==> config.mk <==
export PLATFORM = sky130hd
export DESIGN_NAME = vid_timing_gen
export DESIGN_NICKNAME = d
export VERILOG_FILES = /design/src/rtl/vid_timing_gen.sv
export SDC_FILE = /design/constraint.sdc
export NUM_CORES = 2
export LEC_CHECK = 0
export ABC_CLOCK_PERIOD_IN_PS = 13500
export CAP_MARGIN = 25
export CORE_MARGIN = 5
export CORE_UTILIZATION = 68
export DETAILED_ROUTE_END_ITERATION = 8
export PLACE_DENSITY = 0.92
export SLEW_MARGIN = 20
export SYNTH_ARGS = -nofsm -noshare
export SYNTH_HDL_FRONTEND = slang
export SYNTH_SLANG_ARGS = --single-unit
==> constraint.sdc <==
create_clock -name clk -period 13.5 [get_ports clk]
set_clock_uncertainty 0.2 [all_clocks]
set_input_delay 4.05 -clock clk [delete_from_list [all_inputs] [get_ports clk]]
set_output_delay 4.05 -clock clk [all_outputs]
set_load 0.005 [all_outputs]
==> src/rtl/vid_timing_gen.sv <==
module vid_timing_gen #(
  parameter int CW = 16,
  parameter int PW = 32,
  parameter int DW = 8
) (
  input  logic          clk,
  input  logic          rst_n,
  input  logic          en,
  input  logic [1:0]    ifc_sel,
  input  logic          wide_bus,
  input  logic [CW-1:0] h_act,
  input  logic [CW-1:0] h_ss,
  input  logic [CW-1:0] h_se,
  input  logic [CW-1:0] h_tot,
  input  logic [CW-1:0] v_act,
  input  logic [CW-1:0] v_ss,
  input  logic [CW-1:0] v_se,
  input  logic [CW-1:0] v_tot,
  input  logic          h_neg,
  input  logic          v_neg,
  input  logic [CW-1:0] wc_lines,
  input  logic          pix_valid,
  input  logic [DW-1:0] pix_in,
  output logic          hsync,
  output logic          vsync,
  output logic          de,
  output logic [DW-1:0] pix_out,
  output logic          fetch_start,
  output logic          vs_start,
  output logic          underrun,
  output logic          running,
  output logic [CW-1:0] line_cnt,
  output logic [CW-1:0] frame_cnt
);
  localparam logic [DW-1:0] UFLOW_CLR  = {DW{1'b1}};
  localparam logic [DW-1:0] BORDER_CLR = '0;
  localparam logic [1:0]    IFC_DSI    = 2'd1;
  localparam logic [1:0]    IFC_DP     = 2'd2;

  // mode derivation from the live inputs
  logic is_dp, half;
  logic [CW-1:0] hfp0, hsw0, hbp0, vfp0, vsw0, vbp0;
  logic [CW-1:0] hsw_n, hbp_n, hact_n, hfp_n, htot_n;
  logic [CW-1:0] vbp_n, vfp_n, vtot_n, pf_n, need;
  logic [CW:0]   sof;
  logic [PW-1:0] cmp_n;
  logic          cfg_ok;

  assign is_dp  = (ifc_sel == IFC_DP);
  assign half   = is_dp && wide_bus;
  assign hfp0   = h_ss - h_act;
  assign hsw0   = h_se - h_ss;
  assign hbp0   = h_tot - h_se;
  assign vfp0   = v_ss - v_act;
  assign vsw0   = v_se - v_ss;
  assign vbp0   = v_tot - v_se;
  assign hsw_n  = half ? hsw0 >> 1 : hsw0;
  assign hact_n = half ? h_act >> 1 : h_act;
  assign hbp_n  = is_dp ? (half ? (hbp0 + hfp0) >> 1 : hbp0 + hfp0) : hbp0;
  assign hfp_n  = is_dp ? '0 : hfp0;
  assign vbp_n  = is_dp ? vbp0 + vfp0 : vbp0;
  assign vfp_n  = is_dp ? '0 : vfp0;
  assign htot_n = hsw_n + hbp_n + hact_n + hfp_n;
  assign vtot_n = vsw0 + vbp_n + v_act + vfp_n;

  assign cfg_ok = !(h_tot < h_se || h_ss < h_act || h_se < h_ss ||
                    v_tot < v_se || v_ss < v_act || v_se < v_ss) &&
                  htot_n != '0 && vtot_n != '0;

  assign sof   = {1'b0, vbp_n} + {1'b0, vsw0};
  assign need  = wc_lines - sof[CW-1:0];
  assign pf_n  = (sof >= {1'b0, wc_lines}) ? '0 : (vfp_n < need) ? vfp_n : need;
  assign cmp_n = {{(PW-CW){1'b0}}, vtot_n - pf_n} * {{(PW-CW){1'b0}}, htot_n} + PW'(1);

  // active configuration and counters
  logic          en_q, run_q, und_q, pf_en_q, hpol_q, vpol_q;
  logic [CW-1:0] hcnt, vcnt, fcnt;
  logic [CW-1:0] hsw_q, hde_s_q, hde_e_q, htot_q;
  logic [CW-1:0] vsw_q, vde_s_q, vde_e_q, vtot_q, vfp_q;
  logic [PW-1:0] pcnt, cmp_q;
  logic          h_end, frame_end, load, h_on, v_on;

  assign h_end     = (hcnt == htot_q - CW'(1));
  assign frame_end = run_q && h_end && (vcnt == vtot_q - CW'(1));
  assign load      = en_q && cfg_ok && (!run_q || frame_end);

  always_ff @(posedge clk or negedge rst_n) begin
    if (!rst_n) begin
      en_q <= 1'b0; run_q <= 1'b0; und_q <= 1'b0; pf_en_q <= 1'b0;
      hpol_q <= 1'b0; vpol_q <= 1'b0;
      hcnt <= '0; vcnt <= '0; fcnt <= '0; pcnt <= '0; cmp_q <= '0;
      hsw_q <= '0; hde_s_q <= '0; hde_e_q <= '0; htot_q <= '1;
      vsw_q <= '0; vde_s_q <= '0; vde_e_q <= '0; vtot_q <= '1; vfp_q <= '0;
    end else begin
      en_q <= en;
      if (load) begin
        run_q   <= 1'b1;
        hcnt    <= '0;
        vcnt    <= '0;
        pcnt    <= PW'(1);
        fcnt    <= fcnt + CW'(1);
        hsw_q   <= hsw_n;
        hde_s_q <= hsw_n + hbp_n;
        hde_e_q <= hsw_n + hbp_n + hact_n;
        htot_q  <= htot_n;
        vsw_q   <= vsw0;
        vde_s_q <= vsw0 + vbp_n;
        vde_e_q <= vsw0 + vbp_n + v_act;
        vtot_q  <= vtot_n;
        vfp_q   <= vfp_n;
        pf_en_q <= (pf_n != '0);
        cmp_q   <= cmp_n;
        hpol_q  <= (ifc_sel == IFC_DSI) ? 1'b0 : h_neg;
        vpol_q  <= (ifc_sel == IFC_DSI) ? 1'b0 : v_neg;
      end else if (frame_end) begin
        run_q <= 1'b0;
      end else if (run_q) begin
        hcnt <= h_end ? '0 : hcnt + CW'(1);
        vcnt <= h_end ? vcnt + CW'(1) : vcnt;
        pcnt <= pcnt + PW'(1);
      end
      if (load)                    und_q <= 1'b0;
      else if (de && !pix_valid)   und_q <= 1'b1;
    end
  end

  assign h_on        = run_q && (hcnt < hsw_q);
  assign v_on        = run_q && (vcnt < vsw_q);
  assign hsync       = h_on ^ hpol_q;
  assign vsync       = v_on ^ vpol_q;
  assign de          = run_q && hcnt >= hde_s_q && hcnt < hde_e_q &&
                       vcnt >= vde_s_q && vcnt < vde_e_q;
  assign vs_start    = run_q && hcnt == '0 && vcnt == '0;
  assign fetch_start = run_q && pf_en_q && (pcnt == cmp_q);
  assign line_cnt    = run_q ? vcnt + CW'(1) : '0;
  assign frame_cnt   = (pf_en_q && run_q && line_cnt > vtot_q - vfp_q &&
                        line_cnt <= vtot_q) ? fcnt + CW'(1) : fcnt;
  assign pix_out     = !de ? BORDER_CLR : (und_q || !pix_valid) ? UFLOW_CLR : pix_in;
  assign underrun    = und_q;
  assign running     = run_q;

  a_r2_de_outside_hsync: assert property (@(posedge clk) disable iff (!rst_n)
    de |-> !h_on);
  a_r8_fetch_outside_active: assert property (@(posedge clk) disable iff (!rst_n)
    fetch_start |-> !de);
  a_r8_fetch_single_cycle: assert property (@(posedge clk) disable iff (!rst_n)
    fetch_start |=> !fetch_start);
  a_r12_frame_start_in_vsync: assert property (@(posedge clk) disable iff (!rst_n)
    (vs_start && vsw_q != '0) |-> (vsync != vpol_q));
  a_r11_frame_not_cut: assert property (@(posedge clk) disable iff (!rst_n)
    (run_q && !frame_end) |=> run_q);
  a_r1_reject_stays_idle: assert property (@(posedge clk) disable iff (!rst_n)
    (!run_q && !cfg_ok) |=> !run_q);
  a_r10_underrun_sticky: assert property (@(posedge clk) disable iff (!rst_n)
    (und_q && !load) |=> und_q);
endmodule

==> tab_implementation.tex, run 1 <==
\begin{tabular}{lr}
\hline
Metric & Value \\
\hline
\multicolumn{2}{l}{\textbf{Global route}} \\
\quad Overflow after GRT & 3883 \\
\quad GRT Overall Usage & between 90\% and 100\% \\
\quad Via count of the first global-routing pass & between 60k and 70k \\
\quad Largest net degree at the start of global routing & 156 \\
\quad Wire length of the first global-routing pass & about 450000 um \\
\multicolumn{2}{l}{\textbf{Logic synthesis}} \\
\quad Most frequent cell after synthesis & sky130\_fd\_sc\_hd\_\_inv\_1 \\
\quad Number of enable flip-flop cells after synthesis & 0 \\
\quad Register area share after synthesis & around 18\% \\
\quad Post-synthesis async set-or-reset flop share & 100\% \\
\quad Post-Syn Area per Cell & between 8 and 9 sq um \\
\quad Synth Net Count & 5398 \\
\quad Post-synthesis share of cell area spent on xor and xnor gates & under 10\% \\
\quad Leading post-synthesis cells by instance count & sky130\_fd\_sc\_hd\_\_inv\_1, sky130\_fd\_sc\_hd\_\_ha\_1, sky130\_fd\_sc\_hd\_\_nand2\_1, sky130\_fd\_sc\_hd\_\_nor2\_1, sky130\_fd\_sc\_hd\_\_o21ai\_0 \\
\quad Area share of the largest cell type after synthesis & 17.6\% \\
\quad Most area-consuming cells after synthesis & sky130\_fd\_sc\_hd\_\_ha\_1, sky130\_fd\_sc\_hd\_\_dfrtp\_1, sky130\_fd\_sc\_hd\_\_fa\_1, sky130\_fd\_sc\_hd\_\_inv\_1, sky130\_fd\_sc\_hd\_\_xnor2\_1 \\
\quad Post-synthesis instance area & 37400 sq um \\
\quad Adder-Cell Fraction of Synth Area & 28.9\% \\
\quad Post-synthesis cell count & 4501 \\
\quad Compound-Gate Fraction of Synth Area & $\sim$16\% \\
\quad Largest family of logic cells by synthesized area & adder cells \\
\quad Simple-gate portion of the synthesized area & about 16\% \\
\quad Distinct cell type count after synthesis & between 80 and 90 \\
\quad Multiplexer fraction of the synthesized cell area & approximately 3.8\% \\
\quad YS warnings & 0 \\
\quad Largest area contributor in the synthesized netlist & sky130\_fd\_sc\_hd\_\_ha\_1 \\
\quad Flops \& latches, synth & approximately 260 \\
\quad Most frequently used flop master after synthesis & sky130\_fd\_sc\_hd\_\_dfrtp\_1 \\
\multicolumn{2}{l}{\textbf{Run status}} \\
\quad Last flow stage reached & global routing \\
\quad Outcome & did not finish \\
\quad First error in the log & [ERROR GRT-0116] Global routing finished with congestion. Check the congestion regions in the DRC Viewer. \\
\multicolumn{2}{l}{\textbf{Place}} \\
\quad Final weighted congestion of routability-driven global placement & roughly 1.1 \\
\quad Count of buffers from port buffering & between 200 and 250 \\
\quad Detailed placement HPWL & about 120000 um \\
\multicolumn{2}{l}{\textbf{Die}} \\
\quad Starting density of the core & just under 70\% \\
\quad Cell row count & 86 \\
\quad X dimension of the die & about 240 um \\
\quad Vertical extent of the die & $\sim$240 um \\
\quad I/O pin count & roughly 210 \\
\multicolumn{2}{l}{\textbf{Clock network}} \\
\quad Clock Sinks & between 200 and 300 \\
\quad Post-CTS Hold Fix Bufs & 0 \\
\quad CTS H-tree lvls & 1 \\
\quad Number of clock buffers inserted by TritonCTS & 31 \\
\quad CTS root buffer & sky130\_fd\_sc\_hd\_\_clkbuf\_16 \\
\quad Max clock buf depth & 3 \\
\hline
\end{tabular}
[cell families after synthesis]
family / count (synthesis)
simple gates: 1310
compound gates: 953
fa+ha+maj: 738
buf+inv: 724
xor+xnor: 396
flops: 262
mux: 118
[stage by stage]
stage	setup WS, ps	instance area, sq um	cells	setup TNS [ps]	util (%)
2_1_floorplan	-4350	37900	4501	-83970	-
3_3_place_gp	-5080	47900	6293	-109730	87.4
3_5_place_dp	-7000	47900	6293	-198290	87.4
4_1_cts	-5120	50800	6422	-108030	92.8
[what timing repair did]
action                                 CTS
pin swaps                              165
resized for setup                      314
endpoints found under the hold margin    0
cloned                                   0
setup endpoints to repair              261
setup buffers                           71
[layer usage]
metal  global-route usage, %  overflow
met3                    84.5       141
met5                    67.8        24
met4                     104       882
met2                     118      2723
met1                    88.5       113
==> run 2, diff against run 1 <==
--- a/config.mk
+++ b/config.mk
@@ -8,9 +8,9 @@
 export ABC_CLOCK_PERIOD_IN_PS = 13500
 export CAP_MARGIN = 25
 export CORE_MARGIN = 5
-export CORE_UTILIZATION = 68
+export CORE_UTILIZATION = 40
 export DETAILED_ROUTE_END_ITERATION = 8
-export PLACE_DENSITY = 0.92
+export PLACE_DENSITY_LB_ADDON = 0.15
 export SLEW_MARGIN = 20
 export SYNTH_ARGS = -nofsm -noshare
 export SYNTH_HDL_FRONTEND = slang
==> tab_implementation.tex, run 2 <==
\begin{tabular}{lr}
\hline
Metric & Value \\
\hline
\multicolumn{2}{l}{\textbf{Die}} \\
\quad Area of the die & around 100000 sq um \\
\quad Cell row count & 112 (+30\%) \\
\quad Starting density of the core & 40.2\% (-28 points) \\
\quad Vertical extent of the die & 316 um (+29\%) \\
\quad Placeable core area & between 90000 and 100000 sq um \\
\quad X dimension of the die & 316 um (+29\%) \\
\quad I/O pin count & 208 (unchanged) \\
\multicolumn{2}{l}{\textbf{Clock network}} \\
\quad Clock Sinks & 262 (unchanged) \\
\quad Clk slew on worst S/H paths & $\sim$60 ps \\
\quad Number of clock buffers inserted by TritonCTS & 38 (+23\%) \\
\quad TritonCTS clock tree & yes \\
\quad CTS H-tree lvls & 2 (+1) \\
\quad CTS root buffer & sky130\_fd\_sc\_hd\_\_clkbuf\_16 \\
\quad Post-CTS Hold Fix Bufs & 0 (unchanged) \\
\quad Max clock buf depth & 3 (unchanged) \\
\quad Clock Latency Late Sink & 580 ps \\
\multicolumn{2}{l}{\textbf{Critical path}} \\
\quad Crit. End Element & register \\
\quad Cell repeated most along the worst path & sky130\_fd\_sc\_hd\_\_a21oi\_2 \\
\quad Category of the critical setup timing path & input port to register \\
\quad Largest fanout on the critical path & 5 \\
\quad Element type at the critical path start & input port \\
\quad Critical Path Slowest Stage Cell & sky130\_fd\_sc\_hd\_\_fa\_1 \\
\quad Worst Path Arrival & roughly 18000 ps \\
\quad Slowest Stage Delay on Critical Path & between 500 and 600 ps \\
\quad Required time of the critical path & around 14000 ps \\
\multicolumn{2}{l}{\textbf{Cells and area}} \\
\quad P\&R area growth vs syn & 40.7\% \\
\quad Area of the multi-input gates & $\sim$30000 sq um \\
\quad Utilization of the core after routing & a little under three fifths \\
\quad Biggest regs & cmp\_q (32), pcnt (32) \\
\quad Final nets & 6697 \\
\quad Layout filler cell count & approximately 8.8k \\
\quad Sequential cell area in the final layout & between 6000 and 7000 sq um \\
\quad Share of cells above drive strength 1 & 29.0\% \\
\quad Leading cell type in the layout, fill and taps excluded & sky130\_fd\_sc\_hd\_\_buf\_4 \\
\quad Most frequent cells in the layout & sky130\_fd\_sc\_hd\_\_buf\_4, sky130\_fd\_sc\_hd\_\_inv\_1, sky130\_fd\_sc\_hd\_\_ha\_1 \\
\multicolumn{2}{l}{\textbf{Global route}} \\
\quad Overflow after GRT & 0 \\
\quad Wire length of the first global-routing pass & 192000 um \\
\quad Largest net degree at the start of global routing & 133 \\
\quad GRT Overall Usage & between 20\% and 30\% \\
\quad Via count of the first global-routing pass & around 36k \\
\quad Antenna violations before repair & 2 \\
\multicolumn{2}{l}{\textbf{Drt}} \\
\quad Via count & 35.4k \\
\quad Drt first-iter violations & 1865 \\
\quad ANT nets after route & 0 \\
\quad Via-per-instance ratio & between 4 and 5 \\
\quad Post-Route WL & 122000 um \\
\quad Average wire per standard cell & about 17 um \\
\quad Drt pass-1 iters & 5 \\
\quad Residual DRC count & 0 \\
\multicolumn{2}{l}{\textbf{STA}} \\
\quad Transition time at the pin with the least slew margin & around 950 ps \\
\quad Period utilization & 133\% \\
\quad RSZ-0062 raised after global routing & yes \\
\quad Post-layout min period & around 18000 ps \\
\quad Final-report max-slew violation count & 0 \\
\quad Relative max-transition margin & 36.8\% \\
\quad Maximum clock frequency & 0.0557 GHz \\
\quad Worst Setup Slack, final & -4460 ps \\
\quad Endpoints failing setup & 28 \\
\quad Final Hold Fails & 0 \\
\multicolumn{2}{l}{\textbf{Logic synthesis}} \\
\quad Post-synthesis async set-or-reset flop share & 100\% (unchanged) \\
\quad Leading post-synthesis cells by instance count & sky130\_fd\_sc\_hd\_\_inv\_1, sky130\_fd\_sc\_hd\_\_ha\_1, sky130\_fd\_sc\_hd\_\_nand2\_1, sky130\_fd\_sc\_hd\_\_nor2\_1, sky130\_fd\_sc\_hd\_\_o21ai\_0 \\
\quad Largest area contributor in the synthesized netlist & sky130\_fd\_sc\_hd\_\_ha\_1 \\
\quad Post-synthesis instance area & 37400 sq um (unchanged) \\
\quad YS warnings & 0 (unchanged) \\
\quad Synth Net Count & 5398 (unchanged) \\
\quad Flops \& latches, synth & 262 (unchanged) \\
\quad Post-synthesis cell count & 4501 (unchanged) \\
\quad Most frequently used flop master after synthesis & sky130\_fd\_sc\_hd\_\_dfrtp\_1 \\
\quad Number of enable flip-flop cells after synthesis & 0 (unchanged) \\
\quad Register area share after synthesis & 17.6\% (unchanged) \\
\quad Distinct cell type count after synthesis & 87 (unchanged) \\
\quad Area share of the largest cell type after synthesis & 17.6\% (unchanged) \\
\quad Post-Syn Area per Cell & 8.30 sq um (unchanged) \\
\quad Most frequent cell after synthesis & sky130\_fd\_sc\_hd\_\_inv\_1 \\
\quad Most area-consuming cells after synthesis & sky130\_fd\_sc\_hd\_\_ha\_1, sky130\_fd\_sc\_hd\_\_dfrtp\_1, sky130\_fd\_sc\_hd\_\_fa\_1, sky130\_fd\_sc\_hd\_\_inv\_1, sky130\_fd\_sc\_hd\_\_xnor2\_1 \\
\multicolumn{2}{l}{\textbf{Run status}} \\
\quad Outcome & complete, but fails checks \\
\quad Failing checks & setup timing \\
\multicolumn{2}{l}{\textbf{Min path}} \\
\quad Path class of the lowest-slack min-delay path & register to register \\
\multicolumn{2}{l}{\textbf{Place}} \\
\quad Detailed placement HPWL & 102000 um (-18\%) \\
\quad Final weighted congestion of routability-driven global placement & 0.950 (-15\%) \\
\quad Count of buffers from port buffering & 207 (unchanged) \\
\multicolumn{2}{l}{\textbf{Job}} \\
\quad Max-cap violations & 0 \\
\hline
\end{tabular}
==> run 2: routing by layer <==
| layer | vias up | share of wire (%) | track usage [%] |
|---|---|---|---|
| met5 | - | 0 | 0 |
| met4 | 0 | 2.4 | 5.37 |
| met3 | 130 | 3.2 | 2.03 |
| met2 | 576 | 47 | 41.1 |
| met1 | 16900 | 48 | 33.5 |
| li1 | 17800 | - | - |
==> run 2: path summary, 6_finish.rpt <==
| kind | endpoint | depth (start not counted) | start | slack (ps) |
|---|---|---|---|---|
| max in group asynchronous | hsw_q[2] | 2 | rst_n | 8570 |
| hold reg to reg | vfp_q[2] | 2 | vfp_q[2] | 280 |
| min in group asynchronous | vcnt[3] | 1 | rst_n | 3180 |
| setup / recovery | cmp_q[23] | 80 | v_act[0] | -4460 |
| hold / removal | vfp_q[2] | 2 | vfp_q[2] | 280 |
| setup reg to reg | cmp_q[3] | 10 | htot_q[2] | 8510 |
==> run 2: cell families (layout without fill, tap and decap cells) <==
group,after synthesis,count (layout),synth area share (%)
buffers and inverters,724,2052,7.48
adder cells (fa/ha/maj),738,738,28.9
flip-flops,262,262,17.6
AO/OA/AOI/OAI,953,953,16.3
XOR/XNOR,396,396,9.37
AND/OR/NAND/NOR,1310,1310,16.5
other,0,1,0
multiplexers,118,118,3.82
==> run 2: cell type report <==
| cell class | count | share of cell area (%) |
|---|---|---|
| antenna | 1 | 0.00476 |
| clock buffer | 53 | 2.03 |
| clock inverter | 16 | 0.297 |
| inverter | 608 | 4.36 |
| multi-input combinational | 3515 | 56.5 |
| sequential | 262 | 12.5 |
| tap | 1254 | 2.98 |
| timing repair buffer | 1375 | 21.3 |
==> run 2: repair_timing <==
item | 4_1_cts | 5_1_grt
resized for setup | 197 | 156
endpoints found under the setup margin | 29 | 29
pin swaps | 108 | 161
cloned | 0 | 0
buffers inserted | 53 | 40
==> run 2: metrics by stage <==
stage	worst slack, ps	TNS [ps]	instance area (sq um)	hold slack, ps	std cells
global placement	-5390	-117100	49300	261	6930
finish	-4460	-90870	52600	275	7084
floorplan	-4350	-83970	37900	250	4501
detailed placement	-5580	-121590	49300	271	6931
global route	-5250	-111760	52600	304	7084
CTS	-4250	-85350	51600	282	7050
==> run 2: worst max-delay path, delay by kind of cell <==
kind	cells	cell delay (ps)
AOI/OAI and AO/OA	34	5260
xor gates and xnor gates	5	720
adders and majority gates	15	5770
buffers and inverters	13	1090
muxes	1	250
and+or+nand+nor	12	1030
Power of run 2 is not shown: default switching activity piles up to over one toggle a cycle in this logic, so the estimate is an artifact.
